## src/rtl/kbd_trap_pkg.sv

```systemverilog
package kbd_trap_pkg;

    localparam int REG_W      = 16;
    localparam int N_PORT_EVT = 4;
    localparam int N_SMI_EN   = 5;

    localparam int B_PASS_EN  = 5;
    localparam int B_BUSY     = 6;
    localparam int B_END_EN   = 7;
    localparam int B_PORT_LO  = 8;
    localparam int B_USB      = 12;
    localparam int B_PCI_EN   = 13;
    localparam int B_END      = 15;

    localparam logic [REG_W-1:0] REG_RESET = 16'h2000;

    // Bit order follows the flag order in the register (bits 8..11).
    typedef struct packed {
        logic wr_cmd;
        logic rd_cmd;
        logic wr_data;
        logic rd_data;
    } port_evt_t;

    typedef struct packed {
        logic                pci_en;
        logic                end_en;
        logic                pass_en;
        logic [N_SMI_EN-1:0] smi_en;
    } ctl_t;

    typedef struct packed {
        logic                  end_flag;
        logic                  usb;
        logic [N_PORT_EVT-1:0] port;
    } sts_t;

    function automatic ctl_t ctl_reset();
        ctl_t c;
        c.pci_en  = REG_RESET[B_PCI_EN];
        c.end_en  = REG_RESET[B_END_EN];
        c.pass_en = REG_RESET[B_PASS_EN];
        c.smi_en  = REG_RESET[N_SMI_EN-1:0];
        return c;
    endfunction

    function automatic logic [REG_W-1:0] pack_reg(ctl_t c, sts_t s, logic busy);
        logic [REG_W-1:0] r;
        r = '0;
        r[N_SMI_EN-1:0]                    = c.smi_en;
        r[B_PASS_EN]                       = c.pass_en;
        r[B_BUSY]                          = busy & c.pass_en;
        r[B_END_EN]                        = c.end_en;
        r[B_PORT_LO+N_PORT_EVT-1:B_PORT_LO] = s.port;
        r[B_USB]                           = s.usb;
        r[B_PCI_EN]                        = c.pci_en;
        r[B_END]                           = s.end_flag;
        return r;
    endfunction

endpackage

```

## src/rtl/kbd_port_decode.sv

```systemverilog
module kbd_port_decode
    import kbd_trap_pkg::*;
#(
    parameter int                IO_AW     = 16,
    parameter logic [IO_AW-1:0]  DATA_PORT = 'h60,
    parameter logic [IO_AW-1:0]  CMD_PORT  = 'h64
) (
    input  logic             io_valid,
    input  logic             io_write,
    input  logic [IO_AW-1:0] io_addr,
    output port_evt_t        evt
);
    logic hit_data, hit_cmd;

    assign hit_data = io_valid && (io_addr == DATA_PORT);
    assign hit_cmd  = io_valid && (io_addr == CMD_PORT);

    always_comb begin
        evt         = '0;
        evt.rd_data = hit_data && !io_write;
        evt.wr_data = hit_data &&  io_write;
        evt.rd_cmd  = hit_cmd  && !io_write;
        evt.wr_cmd  = hit_cmd  &&  io_write;
    end
endmodule

```

## src/rtl/a20_stub_seq.sv

```systemverilog
module a20_stub_seq #(
    parameter int SEQ_LEN = 4
) (
    input  logic clk,
    input  logic rst,
    input  logic pass_en,
    input  logic start,
    output logic busy,
    output logic end_pulse
);
    localparam int CW = (SEQ_LEN < 2) ? 1 : $clog2(SEQ_LEN);

    logic [CW-1:0] cnt;

    always_ff @(posedge clk) begin
        if (rst || !pass_en) begin
            busy      <= 1'b0;
            cnt       <= '0;
            end_pulse <= 1'b0;
        end else begin
            end_pulse <= 1'b0;
            if (busy) begin
                if (cnt == '0) begin
                    busy      <= 1'b0;
                    end_pulse <= 1'b1;
                end else begin
                    cnt <= cnt - 1'b1;
                end
            end else if (start) begin
                busy <= 1'b1;
                cnt  <= CW'(SEQ_LEN - 1);
            end
        end
    end

    AST_BUSY_NEEDS_PASS: assert property (@(posedge clk) disable iff (rst)
        !$past(pass_en) |-> !busy && !end_pulse);
    AST_END_AFTER_BUSY: assert property (@(posedge clk) disable iff (rst)
        end_pulse |-> $past(busy));
endmodule

```

## src/rtl/kbd_trap_regs.sv

```systemverilog
module kbd_trap_regs
    import kbd_trap_pkg::*;
#(
    parameter int                 CFG_AW   = 8,
    parameter logic [CFG_AW-1:0]  REG_ADDR = 'hC0
) (
    input  logic               clk,
    input  logic               rst,
    input  logic               cfg_en,
    input  logic               cfg_we,
    input  logic [CFG_AW-1:0]  cfg_addr,
    input  logic [1:0]         cfg_be,
    input  logic [REG_W-1:0]   cfg_wdata,
    output logic [REG_W-1:0]   cfg_rdata,
    input  port_evt_t          evt,
    input  logic               usb_irq_in,
    input  logic               seq_busy,
    input  logic               seq_end,
    output ctl_t               ctl,
    output sts_t               sts
);
    logic                  sel, wr_lo, wr_hi;
    logic [N_PORT_EVT-1:0] evt_vec, clr_port;
    logic                  clr_end;
    logic                  unused_wbits;

    assign sel      = cfg_en && (cfg_addr == REG_ADDR);
    assign wr_lo    = sel && cfg_we && cfg_be[0];
    assign wr_hi    = sel && cfg_we && cfg_be[1];
    assign evt_vec  = evt;
    assign clr_port = wr_hi ? cfg_wdata[B_PORT_LO+N_PORT_EVT-1:B_PORT_LO] : '0;
    assign clr_end  = wr_hi && cfg_wdata[B_END];
    assign unused_wbits = ^{cfg_wdata[14], cfg_wdata[B_USB], cfg_wdata[B_BUSY]};

    always_ff @(posedge clk) begin
        if (rst) begin
            ctl <= ctl_reset();
            sts <= '0;
        end else begin
            if (wr_lo) begin
                ctl.smi_en  <= cfg_wdata[N_SMI_EN-1:0];
                ctl.pass_en <= cfg_wdata[B_PASS_EN];
                ctl.end_en  <= cfg_wdata[B_END_EN];
            end
            if (wr_hi) begin
                ctl.pci_en <= cfg_wdata[B_PCI_EN];
            end
            // set beats clear when both land in one cycle
            sts.port     <= (sts.port & ~clr_port) | evt_vec;
            sts.end_flag <= (sts.end_flag & ~clr_end) | seq_end;
            sts.usb      <= usb_irq_in;
        end
    end

    assign cfg_rdata = (sel && !cfg_we) ? pack_reg(ctl, sts, seq_busy) : '0;

    AST_EVT_LATCHES: assert property (@(posedge clk) disable iff (rst)
        ($past(evt_vec) & ~sts.port) == '0);
    AST_FLAG_STICKY: assert property (@(posedge clk) disable iff (rst)
        ($past(sts.port) & ~$past(clr_port) & ~sts.port) == '0);
    AST_END_STICKY: assert property (@(posedge clk) disable iff (rst)
        $past(sts.end_flag) && !$past(clr_end) |-> sts.end_flag);
endmodule

```

## src/rtl/kbd_irq_combine.sv

```systemverilog
module kbd_irq_combine
    import kbd_trap_pkg::*;
(
    input  logic clk,
    input  logic rst,
    input  ctl_t ctl,
    input  sts_t sts,
    output logic smi_out,
    output logic pci_irq_out
);
    logic [N_SMI_EN-1:0] src;
    logic                any_src;

    assign src         = {sts.usb, sts.port};
    assign any_src     = |(src & ctl.smi_en) || (sts.end_flag && ctl.end_en);
    assign smi_out     = any_src && !ctl.pass_en;
    assign pci_irq_out = sts.usb && ctl.pci_en;

    AST_PASS_MUTES_SMI: assert property (@(posedge clk) disable iff (rst)
        ctl.pass_en |-> !smi_out);
    AST_PCI_GATED: assert property (@(posedge clk) disable iff (rst)
        !ctl.pci_en |-> !pci_irq_out);
    AST_NO_EN_NO_SMI: assert property (@(posedge clk) disable iff (rst)
        (ctl.smi_en == '0) && !ctl.end_en |-> !smi_out);
endmodule

```

## src/rtl/kbd_trap_ctrl.sv

```systemverilog
module kbd_trap_ctrl
    import kbd_trap_pkg::*;
#(
    parameter int                 CFG_AW    = 8,
    parameter logic [CFG_AW-1:0]  REG_ADDR  = 'hC0,
    parameter int                 IO_AW     = 16,
    parameter logic [IO_AW-1:0]   DATA_PORT = 'h60,
    parameter logic [IO_AW-1:0]   CMD_PORT  = 'h64,
    parameter int                 SEQ_LEN   = 4
) (
    input  logic              clk,
    input  logic              rst,
    input  logic              io_valid,
    input  logic              io_write,
    input  logic [IO_AW-1:0]  io_addr,
    input  logic              cfg_en,
    input  logic              cfg_we,
    input  logic [CFG_AW-1:0] cfg_addr,
    input  logic [1:0]        cfg_be,
    input  logic [15:0]       cfg_wdata,
    output logic [15:0]       cfg_rdata,
    input  logic              usb_irq_in,
    input  logic              a20_start,
    output logic              smi_out,
    output logic              pci_irq_out
);
    port_evt_t evt;
    ctl_t      ctl;
    sts_t      sts;
    logic      seq_busy, seq_end;

    kbd_port_decode #(
        .IO_AW(IO_AW), .DATA_PORT(DATA_PORT), .CMD_PORT(CMD_PORT)
    ) u_dec (
        .io_valid(io_valid), .io_write(io_write), .io_addr(io_addr), .evt(evt)
    );

    a20_stub_seq #(.SEQ_LEN(SEQ_LEN)) u_seq (
        .clk(clk), .rst(rst), .pass_en(ctl.pass_en), .start(a20_start),
        .busy(seq_busy), .end_pulse(seq_end)
    );

    kbd_trap_regs #(.CFG_AW(CFG_AW), .REG_ADDR(REG_ADDR)) u_regs (
        .clk(clk), .rst(rst), .cfg_en(cfg_en), .cfg_we(cfg_we),
        .cfg_addr(cfg_addr), .cfg_be(cfg_be), .cfg_wdata(cfg_wdata),
        .cfg_rdata(cfg_rdata), .evt(evt), .usb_irq_in(usb_irq_in),
        .seq_busy(seq_busy), .seq_end(seq_end), .ctl(ctl), .sts(sts)
    );

    kbd_irq_combine u_irq (
        .clk(clk), .rst(rst), .ctl(ctl), .sts(sts),
        .smi_out(smi_out), .pci_irq_out(pci_irq_out)
    );

    AST_RSVD_ZERO: assert property (@(posedge clk) disable iff (rst)
        !cfg_rdata[14]);
endmodule

```

## config.mk

```make
export PLATFORM = sky130hd
export DESIGN_NAME = kbd_trap_ctrl
export DESIGN_NICKNAME = d
export VERILOG_FILES = /design/src/rtl/kbd_trap_pkg.sv /design/src/rtl/kbd_port_decode.sv /design/src/rtl/a20_stub_seq.sv /design/src/rtl/kbd_trap_regs.sv /design/src/rtl/kbd_irq_combine.sv /design/src/rtl/kbd_trap_ctrl.sv
export SDC_FILE = /design/constraint.sdc
export NUM_CORES = 1
export LEC_CHECK = 0
export CORE_MARGIN = 2
export CORE_UTILIZATION = 39
export DETAILED_ROUTE_END_ITERATION = 8
export PLACE_DENSITY = 0.85
export SLEW_MARGIN = 25
export SYNTH_ARGS = -nofsm -noshare
export SYNTH_HDL_FRONTEND = slang
export SYNTH_HIERARCHICAL = 1
export SYNTH_SLANG_ARGS = --single-unit
```

## constraint.sdc

```tcl
create_clock -name clk -period 2.8 [get_ports clk]
set_input_delay 0.42 -clock clk [delete_from_list [all_inputs] [get_ports clk]]
set_output_delay 0.42 -clock clk [all_outputs]
set_load 0.02 [all_outputs]
```

==> metrics.txt, run 1 <==
grt met1 use=19.86%; Synth top area share=between 30% and 40%; H-tree Lvls=1; placed insts=209; CP Launch Type=primary input; vias in the first global route=1087; cell count after synthesis=116; Die Wd=56.80 um; Synth Register Bits=18; Synth-to-Final Area Change=62.26%; most common cell in the netlist=dfxtp_1; root cell of the clock tree=clkbuf_4; Mapped Area=0.001087 sq mm; Worst-path clk slew=0.10 ns; DRC errors left=0; worst-margin pin slew=0.5924 ns; number of CTS-inserted buffers=3; post-synthesis net count=around 170; non-filler cells, final=212; syn avg cell area=9.373 sq um; Final ANT Viol Nets=0; vias=1078; critical path arrival=2.23 ns; clk sinks=18; top cells by count, synth=18 x dfxtp_1, 15 x and2_1, 15 x nand2b_1; largest net degree at the start of global routing=24; Max Freq=377.4 MHz; routed vias/inst=5.085; EDFF count, synth=0; Pwr Density=around 280 mW/mm^2; area of the core=0.002710 sq mm; Slew Limit Fails=0; GR Util met2=a little under two fifths; Max-cap violations=0; Die H=56.80 um; Power Total=485.7 uW; first drt pass iteration count=4; Min Clock Period, post-route=about 2.6 ns; die area=0.003226 sq mm; setup bufs post-CTS=0; grt total ovfl=0; Skew-Pair Late Insertion Delay=0.30 ns; number of DRC markers in iteration 0=17; GR Util All Layers=19.54%; reg2reg path depth=5; HP Class=reg -> reg; grt met3 use=4.147%; PortBufs=63; NumNets Final=235; Critical Path RT=2.38 ns; unrepaired setup endpoints after global routing=false; initial antenna violation count=0; slew margin rel.=60.21%; final hold vios=0; Top FF cell, synth=dfxtp_1; Max IR drop VDD=0.1624 mV; setup TNS=0 ns; Initial Util=between 40% and 50%; Pleak=0.7163 nW; number of diodes=0; Site Rows=19; clock skew=0.001766 ns; DP HPWL=2539 um; register area share after synthesis=between 30% and 40%; global-route wire length before repair=4857 um; Total Routed Length=roughly 3000 um; routability cong.=roughly 0.81; final setup fails=0; proportion of layout cells with a drive suffix above 1=roughly 11%; crit-path max FO=15; clock tree buffer depth=2; area leader, netlist=dfxtp_1; status=finished, final reports clean; I/O pins=68; final worst path period share=between 90% and 100%; critical path class=in -> out; Synth cell types=32; post-synthesis async set-or-reset flop share=0%; Synth area leaders=dfxtp_1 33%, and2_1 8.6%, nand2b_1 8.6%; worst hold path depth=2; Synth warnings=6; average wire per standard cell=approximately 14 um; CTS tree=built; Worst Setup End Kind=primary output; hold buffers post-CTS=0; Top Usage Layer GRT=met2
-- kinds of logic (layout without fill, tap and decap cells) --
kind of cell	after synthesis	after routing	synth area share (%)
AO/OA/AOI/OAI	18	18	12.31
flip-flops	18	18	33.14
buffers and inverters	14	79	5.179
other	1	1	0.3449
AND/OR/NAND/NOR	55	55	39.36
adder cells (fa/ha/maj)	2	2	2.301
multiplexers	8	8	7.365
-- sequential cells by signal (all words and copies together), names as in the netlist --
signal,flops
u_regs/ctl,8
u_regs/sts,6
u_seq/busy,1
u_seq/cnt,2
u_seq/end_pulse,1
-- cell type report --
class	count	area, sq um
well taps	31	38.79
flip-flops and latches	18	360.3
clock buffers	3	22.52
multi-input cells	84	670.6
fillers	232	945.9
inverters	10	37.54
repair buffers	66	634.4
-- metrics by stage --
| step | hold WS, ns | cell area (sq um) | util [%] | setup slack, ns |
|---|---|---|---|---|
| floorplan | 0.4318 | 1087 | - | 0.6825 |
| global placement | 0.4480 | 1760 | 64.96 | -0.08219 |
| detailed placement | 0.4588 | 1760 | 64.96 | -0.1162 |
| CTS | 0.4736 | 1764 | 65.10 | 0.1347 |
| global route | 0.4991 | 1764 | 65.10 | 0.04245 |
| finish | 0.4726 | 1764 | 65.10 | 0.1505 |
-- cell usage in the layout (no fill, tap or decap) --
cell and instances:
mux2i_1 8, and4bb_2 1, nor3_1 2, nor4b_4 1, a21o_1 1, or4_1 1, nand2b_1 15, nor2_1 5
nand2_1 2, nor3b_2 2, inv_1 10, or2_2 1, nor4_4 2, nor4_2 2, o21bai_1 5, and2_1 15
dfxtp_1 18, or4b_4 1, conb_1 1, a221oi_2 1, nand4_2 1, dlygate4sd2_1 15, ha_1 2, nand4b_1 1
nor2b_4 1, a31oi_1 6, a21oi_1 1, buf_4 3, a21oi_2 1, nor2b_1 1, and3_1 1, clkbuf_4 3
a22oi_1 3, clkdlybuf4s50_1 48
-- routing by layer --
layer	up-vias	part of all wire, %
li1	530	-
met1	499	37
met2	40	55
met3	9	5.9
met4	0	2.7
met5	-	0
-- where the power goes --
part | switching, mW | leakage (nW) | internal (mW) | total [mW]
sequential | 0.000592 | 0.145 | 0.257 | 0.257
clock | 0.0804 | 0.0138 | 0.0502 | 0.131
combinational | 0.0270 | 0.557 | 0.0709 | 0.0979
-- worst max-delay path, cell delays in order --
cell and delay [ns]:
clkdlybuf4s50_1 0.43, or4_1 0.52, nor3_1 0.16, buf_4 0.21, and2_1 0.16, dlygate4sd2_1 0.33
-- final timing paths --
path / to / slack (ns) / startpoint
max: cfg_rdata[2] / 0.15 / cfg_addr[3]
min: u_seq/end_pulse / 0.47 / u_seq/busy
max reg2reg: u_seq/cnt[1] / 1.66 / u_seq/cnt[0]
min reg2reg: u_seq/end_pulse / 0.47 / u_seq/busy
-- what timing repair did --
| item | in CTS | in global routing |
|---|---|---|
| endpoints found under the hold margin | 0 | 0 |
| endpoints found under the setup margin | 15 | 0 |
| resized for setup | 15 | 0 |
No activity file was read; power rests on OpenSTA's default activity.
==> run 2, diff against run 1 <==
- ABC_CLOCK_PERIOD_IN_PS: unset -> 2800
- HOLD_SLACK_MARGIN: unset -> 0.15
==> results of run 2 <==
Same layout as run 1: the final DEF is identical, and so are final timing and power.
==> run 3, diff against run 2 <==
- ABC_CLOCK_PERIOD_IN_PS: 2800 -> unset
- CORE_UTILIZATION: 39 -> 37
- SYNTH_HIERARCHICAL: 1 -> unset
==> run 3 against run 2 <==
Final cell count decreased by 2.8%. First-iteration DRC count rose by 5.9%. Count of clock-buffer cells in the layout up 1. Combinational power shrank 9.3%. Core utilization grew 3.5 points. Register-to-register slack worse by 0.04 ns. Final area decreased by 3.7%. Sequential share of layout area rose by 0.78 points. Power up 3.8%. Synthesized area shrank 12%. Largest power group unchanged.
==> metrics.txt, run 3 <==
status=finished, final reports clean; area leader, netlist=dfxtp_1; Pwr Density=296.8 mW/mm^2; Synth Register Bits=18; I/O pins=68; GR Util All Layers=between 20% and 30%; Synth area leaders=dfxtp_1 38%, and2_1 10%, mux2i_1 6.3%; CTS tree=built; number of CTS-inserted buffers=3; Worst-path clk slew=around 0.1 ns; clk sinks=18; clock skew=between 0.0006 and 0.0007 ns; Mapped Area=959.7 sq um; Synth top area share=37.55%; vias in the first global route=between 1k and 1.5k; Int Pwr=399.6 uW; die area=0.003017 sq mm; DRC errors left=0; Synth cell types=35; vias=between 1k and 1.5k; number of diodes=0; Total Routed Length=2785 um; initial antenna violation count=0; xor/xnor cell area share of the yosys netlist=0%; root cell of the clock tree=clkbuf_4; Max IR drop VDD=0.2414 mV; HP Class=reg -> reg; final hold vios=0; max FFs per register=8; DP HPWL=2293 um; flip-flop and latch area=360.3 sq um; H-tree Lvls=1; area of the core=0.002477 sq mm; Die H=54.93 um; Worst Setup End Kind=primary output; commonest non-fill, non-tap cell in the layout=clkdlybuf4s50_1; average wire per standard cell=13.52 um; unrepaired setup endpoints after global routing=false; Max Freq=387.9 MHz; post-synthesis net count=161; combinational power share=17.6%; Site Rows=18; non-filler cells, final=206; CP Launch Type=primary input; first drt pass iteration count=4; hold buffers post-CTS=0; crit-path max FO=15; switch share=20.77%; mux contribution to synthesized area=6.258%; final setup fails=0; Final ANT Viol Nets=0; PortBufs=63; fin area=roughly 0.0017 sq mm; Placement Cell Area=0.001637 sq mm; top cells by count, synth=18 x dfxtp_1, 16 x and2_1, 9 x nor2_1; Synth warnings=0; routability cong.=0.7220; clock group share of total power=31.4%; Synth Area in Simple Gates=35.72%; Initial Util=38.74%; critical path class=in -> out; global-route wire length before repair=4319 um; Biggest register=u_regs.ctl; Top FF cell, synth=dfxtp_1; sequential power share=51.0%; Critical Path RT=2.38 ns; number of DRC markers in iteration 0=18; largest net degree at the start of global routing=16; syn avg cell area=8.724 sq um; NumNets Final=228; Slew Limit Fails=0; Die Wd=between 50 and 60 um; switching power=104.8 uW; post-synthesis compound-gate area fraction=13.69%; biggest regs=u_regs.ctl x8, u_regs.sts x6, u_seq.cnt x2; grt total ovfl=0; multi-input logic area=550.5 sq um; register area share after synthesis=37.55%; clock tree buffer depth=2; Max-cap violations=0; critical path arrival=2.16 ns; Skew-Pair Late Insertion Delay=0.29 ns; Post-Synth Adder-Cell Area=1.304%; Synth-to-Final Area Change=77.05%; largest family of logic cells by synthesized area=simple AND/OR/NAND/NOR gates; Min Clock Period, post-route=approximately 2.6 ns; most common cell in the netlist=dfxtp_1; Pleak=0.8284 nW; placed insts=202; EDFF count, synth=0; Fillers=205; routed vias/inst=roughly 5.1; proportion of layout cells with a drive suffix above 1=about 6.3%; cell count after synthesis=110; Power Total=just over 500 uW; post-synthesis async set-or-reset flop share=0%; final worst path period share=92.06%; most frequent cells in the layout=48 x clkdlybuf4s50_1, 18 x dfxtp_1, 16 x and2_1
-- run 3: cell types whose count changed in the layout (fill, tap and decap cells not counted), moves of 4 or more --
cell,change
a31oi_1,-5
dlygate4sd2_1,-12
dlymetal6s2s_1,+12
inv_1,-4
nand2b_1,-14
nand3_1,+6
nor2_1,+4
nor2b_1,+5
o21ai_0,+8
o21bai_1,-5
-- run 3: path summary, 6_finish.rpt --
check / startpoint / endpoint / slack, ns / depth (start not counted)
hold reg to reg: u_seq.end_pulse / u_regs.sts[5] / 0.44 / 2
hold / removal: u_seq.end_pulse / u_regs.sts[5] / 0.44 / 2
setup reg to reg: u_seq.cnt[0] / u_seq.cnt[0] / 1.62 / 5
setup / recovery: cfg_addr[1] / cfg_rdata[6] / 0.22 / 7
-- run 3: timing repair --
action / CTS / global route
gates cloned: 0 / 0
gates resized for setup: 3 / 12
hold endpoints to repair: 0 / 0
setup endpoints to repair: 3 / 12
buffers inserted: 0 / 0
-- run 3: area by class of cell --
class / count / area share (%)
Sequential cell: 18 / 21.21
Timing Repair Buffer: 66 / 40.72
Inverter: 6 / 1.325
Multi-Input combinational cell: 82 / 32.40
Clock buffer: 4 / 2.135
Tap cell: 30 / 2.209
-- run 3: through the flow --
step                setup slack, ns   TNS, ns  utilization [%]  hold slack (ns)
floorplan                    0.9450         0                -           0.4108
global placement           0.006872         0            66.06           0.4197
detailed placement         -0.02043  -0.03374            66.06           0.4278
CTS                        0.002213         0            67.37           0.4423
global route                 0.1777         0            68.59           0.4691
finish                       0.2222         0            68.59           0.4415
-- run 3: routing by layer --
metal  part of all wire, %  wire [um]  GRT usage, %
met3                   7.6        211         5.376
met5                     0          0             0
met1                    35        970         18.27
met2                    56       1567         42.26
met4                   1.3         36         7.724
-- run 3: cell families (layout without fill, tap and decap cells) --
family	Yosys count	after routing
flip-flops	18	18
other	1	1
multiplexers	6	6
adder cells (fa/ha/maj)	1	1
buffers and inverters	10	76
AND/OR/NAND/NOR	54	54
AO/OA/AOI/OAI	20	20
-- run 3: worst max-delay path, cell delays in order --
cell and delay [ns]:
clkdlybuf4s50_1 0.44, nor4_4 0.35, nand4_4 0.14, nor2_2 0.14, buf_12 0.14, and3_1 0.19
dlygate4sd2_1 0.34
-- run 3: power by group through the flow --
stage                     combinational [mW]  sequential, mW  clock (mW)
after floorplan                       0.0146           0.263           0
after global placement                0.0869           0.263           0
after global routing                  0.0948           0.258       0.169
after detailed placement              0.0894           0.263           0
final                                 0.0888           0.257       0.158
after CTS                             0.0895           0.257       0.161
